File: config.mk
export PLATFORM = sky130hd
export DESIGN_NAME = sec_day_rtc
export DESIGN_NICKNAME = d
export VERILOG_FILES = /design/src/rtl/sdr_pkg.sv /design/src/rtl/sdr_regbank.sv /design/src/rtl/sdr_counter.sv /design/src/rtl/sdr_irq_flags.sv /design/src/rtl/sec_day_rtc.sv
export SDC_FILE = /design/constraint.sdc
export NUM_CORES = 1
export LEC_CHECK = 0
export ABC_AREA = 1
export BUFFER_PORTS_ARGS = -buffer_cell sky130_fd_sc_hd__clkbuf_2
export CORE_AREA = 3 3 116 118
export CTS_CLUSTER_SIZE = 25
export DETAILED_ROUTE_END_ITERATION = 16
export DIE_AREA = 0 0 119 121
export PLACE_DENSITY_LB_ADDON = 0.2
export SLEW_MARGIN = 30
export SYNTH_ARGS = -nofsm -noshare
export SYNTH_HDL_FRONTEND = slang
export SYNTH_SLANG_ARGS = --single-unit
File: constraint.sdc
create_clock -name clk_i -period 3.1 [get_ports clk_i]
set_input_delay 0.31 -clock clk_i [delete_from_list [all_inputs] [get_ports clk_i]]
set_output_delay 0.31 -clock clk_i [all_outputs]
set_load 0.03 [all_outputs]
File: src/rtl/sdr_pkg.sv
package sdr_pkg;

    localparam int REG_ADDR_W = 3;

    typedef enum logic [REG_ADDR_W-1:0] {
        RA_TIME_LO  = 3'd0,
        RA_TIME_HI  = 3'd1,
        RA_TIME_DAY = 3'd2,
        RA_ALM_LO   = 3'd3,
        RA_ALM_HI   = 3'd4,
        RA_ALM_DAY  = 3'd5,
        RA_IRQ_EN   = 3'd6,
        RA_IRQ_STAT = 3'd7
    } sdr_addr_e;

    localparam int STAT_UPD_BIT = 0;
    localparam int STAT_ALM_BIT = 1;

endpackage

File: src/rtl/sdr_regbank.sv
module sdr_regbank
    import sdr_pkg::*;
#(
    parameter int LO_W   = 8,
    parameter int HI_W   = 9,
    parameter int DAY_W  = 15,
    parameter int DATA_W = 16
) (
    input  logic                    clk_i,
    input  logic                    rst_ni,
    input  logic                    sel_i,
    input  logic                    wr_i,
    input  logic [REG_ADDR_W-1:0]   addr_i,
    input  logic [DATA_W-1:0]       wdata_i,
    input  logic [LO_W+HI_W-1:0]    live_sec_i,
    input  logic [DAY_W-1:0]        live_day_i,
    input  logic                    upd_flag_i,
    input  logic                    alm_flag_i,
    output logic [DATA_W-1:0]       rdata_o,
    output logic                    commit_o,
    output logic [LO_W+HI_W-1:0]    commit_sec_o,
    output logic [DAY_W-1:0]        commit_day_o,
    output logic [LO_W+HI_W-1:0]    alm_sec_o,
    output logic [DAY_W-1:0]        alm_day_o,
    output logic                    en_upd_o,
    output logic                    en_alm_o,
    output logic                    clr_upd_o,
    output logic                    clr_alm_o
);

    localparam int SEC_W = LO_W + HI_W;

    typedef struct packed {
        logic [HI_W-1:0]  hi_hold;
        logic [DAY_W-1:0] day_hold;
        logic             hi_staged;
        logic             day_staged;
        logic [SEC_W-1:0] alm_sec;
        logic [DAY_W-1:0] alm_day;
        logic             en_upd;
        logic             en_alm;
    } bank_t;

    bank_t     bank_d, bank_q;
    logic      wr_en;
    sdr_addr_e addr;
    logic      unused_wdata;

    assign wr_en        = sel_i && wr_i;
    assign addr         = sdr_addr_e'(addr_i);
    assign unused_wdata = ^wdata_i;

    // Next-state of the holding, alarm and enable registers
    always_comb begin
        bank_d = bank_q;
        if (wr_en) begin
            case (addr)
                RA_TIME_LO: begin
                    bank_d.hi_staged  = 1'b0;
                    bank_d.day_staged = 1'b0;
                end
                RA_TIME_HI: begin
                    bank_d.hi_hold   = wdata_i[HI_W-1:0];
                    bank_d.hi_staged = 1'b1;
                end
                RA_TIME_DAY: begin
                    bank_d.day_hold   = wdata_i[DAY_W-1:0];
                    bank_d.day_staged = 1'b1;
                end
                RA_ALM_LO:  bank_d.alm_sec[LO_W-1:0]     = wdata_i[LO_W-1:0];
                RA_ALM_HI:  bank_d.alm_sec[SEC_W-1:LO_W] = wdata_i[HI_W-1:0];
                RA_ALM_DAY: bank_d.alm_day               = wdata_i[DAY_W-1:0];
                RA_IRQ_EN: begin
                    bank_d.en_upd = wdata_i[STAT_UPD_BIT];
                    bank_d.en_alm = wdata_i[STAT_ALM_BIT];
                end
                default: ;
            endcase
        end
    end

    always_ff @(posedge clk_i or negedge rst_ni) begin
        if (!rst_ni) bank_q <= '0;
        else         bank_q <= bank_d;
    end

    // Commit of a staged time update on the low-byte write
    always_comb begin
        commit_o     = wr_en && (addr == RA_TIME_LO);
        commit_sec_o = {bank_q.hi_staged ? bank_q.hi_hold : live_sec_i[SEC_W-1:LO_W],
                        wdata_i[LO_W-1:0]};
        commit_day_o = bank_q.day_staged ? bank_q.day_hold : live_day_i;
        clr_upd_o    = wr_en && (addr == RA_IRQ_STAT) && wdata_i[STAT_UPD_BIT];
        clr_alm_o    = wr_en && (addr == RA_IRQ_STAT) && wdata_i[STAT_ALM_BIT];
    end

    // Read mux: time fields always come from the running count
    always_comb begin
        rdata_o = '0;
        case (addr)
            RA_TIME_LO:  rdata_o = DATA_W'(live_sec_i[LO_W-1:0]);
            RA_TIME_HI:  rdata_o = DATA_W'(live_sec_i[SEC_W-1:LO_W]);
            RA_TIME_DAY: rdata_o = DATA_W'(live_day_i);
            RA_ALM_LO:   rdata_o = DATA_W'(bank_q.alm_sec[LO_W-1:0]);
            RA_ALM_HI:   rdata_o = DATA_W'(bank_q.alm_sec[SEC_W-1:LO_W]);
            RA_ALM_DAY:  rdata_o = DATA_W'(bank_q.alm_day);
            RA_IRQ_EN: begin
                rdata_o[STAT_UPD_BIT] = bank_q.en_upd;
                rdata_o[STAT_ALM_BIT] = bank_q.en_alm;
            end
            RA_IRQ_STAT: begin
                rdata_o[STAT_UPD_BIT] = upd_flag_i;
                rdata_o[STAT_ALM_BIT] = alm_flag_i;
            end
            default: ;
        endcase
    end

    assign alm_sec_o = bank_q.alm_sec;
    assign alm_day_o = bank_q.alm_day;
    assign en_upd_o  = bank_q.en_upd;
    assign en_alm_o  = bank_q.en_alm;

endmodule

File: src/rtl/sdr_counter.sv
module sdr_counter #(
    parameter int SEC_W       = 17,
    parameter int DAY_W       = 15,
    parameter int SEC_PER_DAY = 86400
) (
    input  logic             clk_i,
    input  logic             rst_ni,
    input  logic             tick_i,
    input  logic             load_i,
    input  logic [SEC_W-1:0] load_sec_i,
    input  logic [DAY_W-1:0] load_day_i,
    output logic [SEC_W-1:0] sec_o,
    output logic [DAY_W-1:0] day_o
);

    localparam logic [SEC_W-1:0] SEC_LAST = SEC_W'(SEC_PER_DAY - 1);

    typedef struct packed {
        logic [SEC_W-1:0] sec;
        logic [DAY_W-1:0] day;
    } cnt_t;

    cnt_t cnt_d, cnt_q;

    // A load takes priority; a tick in the load cycle is dropped
    always_comb begin
        cnt_d = cnt_q;
        if (load_i) begin
            cnt_d.sec = load_sec_i;
            cnt_d.day = load_day_i;
        end else if (tick_i) begin
            if (cnt_q.sec >= SEC_LAST) begin
                cnt_d.sec = '0;
                cnt_d.day = cnt_q.day + DAY_W'(1);
            end else begin
                cnt_d.sec = cnt_q.sec + SEC_W'(1);
            end
        end
    end

    always_ff @(posedge clk_i or negedge rst_ni) begin
        if (!rst_ni) cnt_q <= '0;
        else         cnt_q <= cnt_d;
    end

    assign sec_o = cnt_q.sec;
    assign day_o = cnt_q.day;

endmodule

File: src/rtl/sdr_irq_flags.sv
module sdr_irq_flags #(
    parameter int SEC_W = 17,
    parameter int DAY_W = 15
) (
    input  logic             clk_i,
    input  logic             rst_ni,
    input  logic             tick_i,
    input  logic             commit_i,
    input  logic [SEC_W-1:0] sec_i,
    input  logic [DAY_W-1:0] day_i,
    input  logic [SEC_W-1:0] alm_sec_i,
    input  logic [DAY_W-1:0] alm_day_i,
    input  logic             clr_upd_i,
    input  logic             clr_alm_i,
    input  logic             en_upd_i,
    input  logic             en_alm_i,
    output logic             upd_flag_o,
    output logic             alm_flag_o,
    output logic             irq_upd_o,
    output logic             irq_alm_o
);

    typedef struct packed {
        logic eval;
        logic upd;
        logic alm;
    } flg_t;

    flg_t flg_d, flg_q;
    logic hit;

    assign hit = (sec_i == alm_sec_i) && (day_i == alm_day_i);

    // Set beats clear in the same cycle
    always_comb begin
        flg_d      = flg_q;
        flg_d.eval = tick_i || commit_i;
        flg_d.upd  = (flg_q.upd && !clr_upd_i) || tick_i;
        flg_d.alm  = (flg_q.alm && !clr_alm_i) || (flg_q.eval && hit);
    end

    always_ff @(posedge clk_i or negedge rst_ni) begin
        if (!rst_ni) flg_q <= '0;
        else         flg_q <= flg_d;
    end

    assign upd_flag_o = flg_q.upd;
    assign alm_flag_o = flg_q.alm;
    assign irq_upd_o  = flg_q.upd && en_upd_i;
    assign irq_alm_o  = flg_q.alm && en_alm_i;

endmodule

File: src/rtl/sec_day_rtc.sv
module sec_day_rtc
    import sdr_pkg::*;
#(
    parameter int LO_W        = 8,
    parameter int HI_W        = 9,
    parameter int DAY_W       = 15,
    parameter int DATA_W      = 16,
    parameter int SEC_PER_DAY = 86400
) (
    input  logic                  clk_i,
    input  logic                  rst_ni,
    input  logic                  tick_i,
    input  logic                  reg_sel_i,
    input  logic                  reg_wr_i,
    input  logic [REG_ADDR_W-1:0] reg_addr_i,
    input  logic [DATA_W-1:0]     reg_wdata_i,
    output logic [DATA_W-1:0]     reg_rdata_o,
    output logic                  irq_update_o,
    output logic                  irq_alarm_o
);

    localparam int SEC_W = LO_W + HI_W;

    logic [SEC_W-1:0] live_sec, commit_sec, alm_sec;
    logic [DAY_W-1:0] live_day, commit_day, alm_day;
    logic             commit, upd_flag, alm_flag;
    logic             en_upd, en_alm, clr_upd, clr_alm;

    sdr_regbank #(
        .LO_W(LO_W), .HI_W(HI_W), .DAY_W(DAY_W), .DATA_W(DATA_W)
    ) u_bank (
        .clk_i       (clk_i),
        .rst_ni      (rst_ni),
        .sel_i       (reg_sel_i),
        .wr_i        (reg_wr_i),
        .addr_i      (reg_addr_i),
        .wdata_i     (reg_wdata_i),
        .live_sec_i  (live_sec),
        .live_day_i  (live_day),
        .upd_flag_i  (upd_flag),
        .alm_flag_i  (alm_flag),
        .rdata_o     (reg_rdata_o),
        .commit_o    (commit),
        .commit_sec_o(commit_sec),
        .commit_day_o(commit_day),
        .alm_sec_o   (alm_sec),
        .alm_day_o   (alm_day),
        .en_upd_o    (en_upd),
        .en_alm_o    (en_alm),
        .clr_upd_o   (clr_upd),
        .clr_alm_o   (clr_alm)
    );

    sdr_counter #(
        .SEC_W(SEC_W), .DAY_W(DAY_W), .SEC_PER_DAY(SEC_PER_DAY)
    ) u_cnt (
        .clk_i     (clk_i),
        .rst_ni    (rst_ni),
        .tick_i    (tick_i),
        .load_i    (commit),
        .load_sec_i(commit_sec),
        .load_day_i(commit_day),
        .sec_o     (live_sec),
        .day_o     (live_day)
    );

    sdr_irq_flags #(
        .SEC_W(SEC_W), .DAY_W(DAY_W)
    ) u_flags (
        .clk_i     (clk_i),
        .rst_ni    (rst_ni),
        .tick_i    (tick_i),
        .commit_i  (commit),
        .sec_i     (live_sec),
        .day_i     (live_day),
        .alm_sec_i (alm_sec),
        .alm_day_i (alm_day),
        .clr_upd_i (clr_upd),
        .clr_alm_i (clr_alm),
        .en_upd_i  (en_upd),
        .en_alm_i  (en_alm),
        .upd_flag_o(upd_flag),
        .alm_flag_o(alm_flag),
        .irq_upd_o (irq_update_o),
        .irq_alm_o (irq_alarm_o)
    );

endmodule

==> impl_summary.log <==
INFO  metric outcome = finished, violations left
INFO  metric failed_checks = hold timing
INFO  metric type_of_destination_of_the_critical_path = primary output
INFO  metric worst-endpoint-required = roughly 2.8 ns
INFO  metric cts_tree = yes
INFO  metric grt_use_total = 26.2%
INFO  metric buffer_cell_driving_the_clock_tree_root = clkbuf_16
INFO  metric overflow = 0
INFO  metric yosysUniqueCellTypes = 40
INFO  metric dp_cells = roughly 970
INFO  metric detailedRoute.firstIterationViolations = ~550
INFO  metric slew_headroom = between 40% and 50%
INFO  metric number_of_enable_flip_flop_cells_after_synthesis = 0
INFO  metric cts-root-to-sink-buffers = 2
INFO  metric die_x_extent = ~120 um
INFO  metric ir_drop = 0.000302 V
INFO  metric syn_to_final_growth = 11.6%
INFO  metric area_of_the_mapped_netlist = approximately 5600 sq um
INFO  metric cts.sinks = between 90 and 100
INFO  metric routed_via_density = ~5.5
INFO  metric fp.coreArea = 12,600 sq um
INFO  metric fin_crit_sh = between 70% and 80%
INFO  metric chipHeight = approximately 120 um
INFO  metric placementRows = between 40 and 50
INFO  metric grt_setup_unrepaired = no
INFO  metric drt_pass1_iterations = 5
INFO  metric postRouteWirelength = ~18,000 um
INFO  metric timing.final.setup_violations = 0
INFO  metric achievable-frequency = between 0.4 and 0.5 GHz
INFO  metric post_synth_inst_count = 773
INFO  metric synth.avg_cell_area = 7.24 sq um
INFO  metric wl_per_cell = ~18 um
INFO  metric final_setup_tns = 0 ns
INFO  metric via_count = between 5,000 and 6,000
INFO  metric post-route-drc-count = 0
INFO  metric fp.dieArea = approximately 14,000 sq um
INFO  metric worst_slew_pin_slew = between 0.8 and 0.9 ns
INFO  metric ctsResizeCount = 0
INFO  metric synth_sequential_area_ratio = a little over two fifths
INFO  metric postCtsSetupRepairBufs = 0
INFO  metric gp_congestion = about 0.96
INFO  metric grt_start_max_net_pins = 52
INFO  metric arrival = between 2 and 2.5 ns
INFO  metric num_antenna_cells = 0
INFO  metric cap_violations = 0
INFO  metric ys_dominant_reg_cell = dfrtp_1
INFO  metric final_cells = slightly below 1,000
INFO  metric setup.worst_path.start_class = input pin
INFO  metric max_slew_violation_count = 0
INFO  metric initial_antenna_violation_count = 0
INFO  metric number_of_global_route_vias_before_repair = about 5,400
INFO  metric port-buffer-count = 39
INFO  metric cts_buffers = 9
INFO  metric clk_pin_slew_worst_paths = roughly 0.070 ns
INFO  metric timing.reg2reg.worst_path_depth = 8
INFO  metric timing.hold.ws = -0.0224 ns
INFO  metric hold_path.class = in2async
INFO  metric cts.htree.levels = 3
INFO  metric report.final.hold_viol_count = 8
INFO  metric grt_pass1_wl = about 29,000 um
INFO  metric yosysWarnings = 0
INFO  metric synthesized_netlist_net_count = around 800
INFO  metric initial_utilization = 44.5%
INFO  metric design.portCount = 42
INFO  metric clk_latency = about 0.35 ns
INFO  metric ys_ff_latch = between 90 and 100
INFO  metric cts_hold_buffers = 0
INFO  metric hpwlAfterDp = about 13,000 um
INFO  metric pwr_density_cell = 725 nW/um^2
INFO  metric critical_path_peak_fanout = 16
INFO  metric crit_type = in2out
INFO  metric drtAntennaViolNets = 0
INFO  metric post_route_cells_drive_above_1_share = between 10 and 15%
INFO  metric final_nets = between 800 and 900
INFO  metric power_leakage = between 0.003 and 0.004 uW
INFO  metric finalClockSkew = 0.00827 ns
INFO  metric period_minus_slack = approximately 2.4 ns
INFO  metric async_flop_share = 100%
-- cells by family (layout without fill, tap and decap cells) --
group | Yosys count | count (layout) | synth area share (%)
AOI/OAI and AO/OA | 148 | 148 | 15.0
xor gates and xnor gates | 18 | 18 | 2.82
adders and majority gates | 2 | 2 | 0.447
buffers and inverters | 123 | 163 | 8.96
DFF | 95 | 95 | 42.5
muxes | 6 | 6 | 1.21
other | 1 | 1 | 0.0670
and+or+nand+nor | 380 | 380 | 29.1
-- area by class of cell --
cell class / instances / area [sq um]
Fill cell: 1294 / 6320
Multi-Input combinational cell: 555 / 2720
Sequential cell: 95 / 2380
Inverter: 100 / 375
Timing Repair Buffer: 47 / 258
Clock buffer: 11 / 243
Tap cell: 172 / 215
Clock inverter: 5 / 56.3
-- worst max-delay path, cell delays in order --
cell and delay, ns:
clkbuf_2 0.14, inv_1 0.11, nand3_1 0.59, nor2_1 0.09, a221oi_1 0.37, o21ai_0 0.23
clkbuf_2 0.23
-- cell usage after synthesis (6+ instances only) --
cell type / n / area [sq um]
mux2_2: 6 / 67.6
o22ai_1: 28 / 175
nand3_1: 64 / 320
nand2_2: 9 / 56.3
buf_2: 13 / 65.1
inv_1: 97 / 364
xor2_1: 15 / 131
dfrtp_1: 95 / 2380
a21oi_1: 13 / 65.1
nand2_1: 216 / 811
nor2_1: 65 / 244
nand4_1: 10 / 62.6
o21ai_0: 84 / 420
-- sequential cells by signal, summed over array words and instances (netlist names) --
name                flops
u_bank.en_upd_o         1
u_bank.bank_q          26
u_flags.alm_flag_o      1
u_bank.alm_day_o       15
u_cnt.sec_o            17
u_cnt.day_o            15
u_bank.en_alm_o         1
u_flags.flg_q           1
u_flags.upd_flag_o      1
u_bank.alm_sec_o       17
-- worst paths after layout --
check                                   from                  end  slack [ns]
max in group asynchronous             rst_ni       u_cnt.day_o[4]        2.37
hold / removal                        rst_ni   u_flags.upd_flag_o       -0.02
min in group clk_i            reg_wdata_i[3]  u_bank.alm_day_o[3]        0.18
setup / recovery               reg_addr_i[1]       reg_rdata_o[8]        0.72
setup reg to reg              u_cnt.day_o[1]      u_cnt.day_o[12]        1.03
hold reg to reg            u_bank.bank_q[35]    u_bank.bank_q[35]        0.47
-- placed cells by master, fill, tap and decap left out, drive strengths merged, types with 3 or more instances in the layout --
master / n
nand2: 228
inv: 101
dfrtp: 95
o21ai: 85
nor2: 68
nand3: 64
clkbuf: 49
o22ai: 28
xor2: 15
a21oi: 13
nand4: 10
buf: 9
nor3: 7
mux2: 6
o221ai: 5
o211ai: 4
o21bai: 4
xnor2: 3
-- power breakdown --
part / switching [uW] / internal, uW / total (uW)
combinational: 935 / 499 / 1430
sequential: 391 / 1560 / 1950
clock: 496 / 648 / 1140
total: 1820 / 2710 / 4530
-- stage by stage --
step                      area [sq um]  total power [uW]  utilization, %  setup WS [ns]
after floorplan                   5600              2870               -           1.35
after global placement            5950              3340            47.3          0.873
after detailed placement          5950              3370            47.3          0.847
after CTS                         6250              4520            49.7          0.840
after global routing              6250              4830            49.7          0.566
final                             6250              4530            49.7          0.719
-- metal layers --
layer | global-route usage [%] | vias up | part of all wire, %
met5 | 0 | - | 0
met3 | 4.85 | 38 | 7.5
li1 | - | 2600 | -
met2 | 40.9 | 243 | 45
met1 | 35.7 | 2549 | 44
met4 | 11.1 | 0 | 3.1
Power figures use the tool's default switching activity.
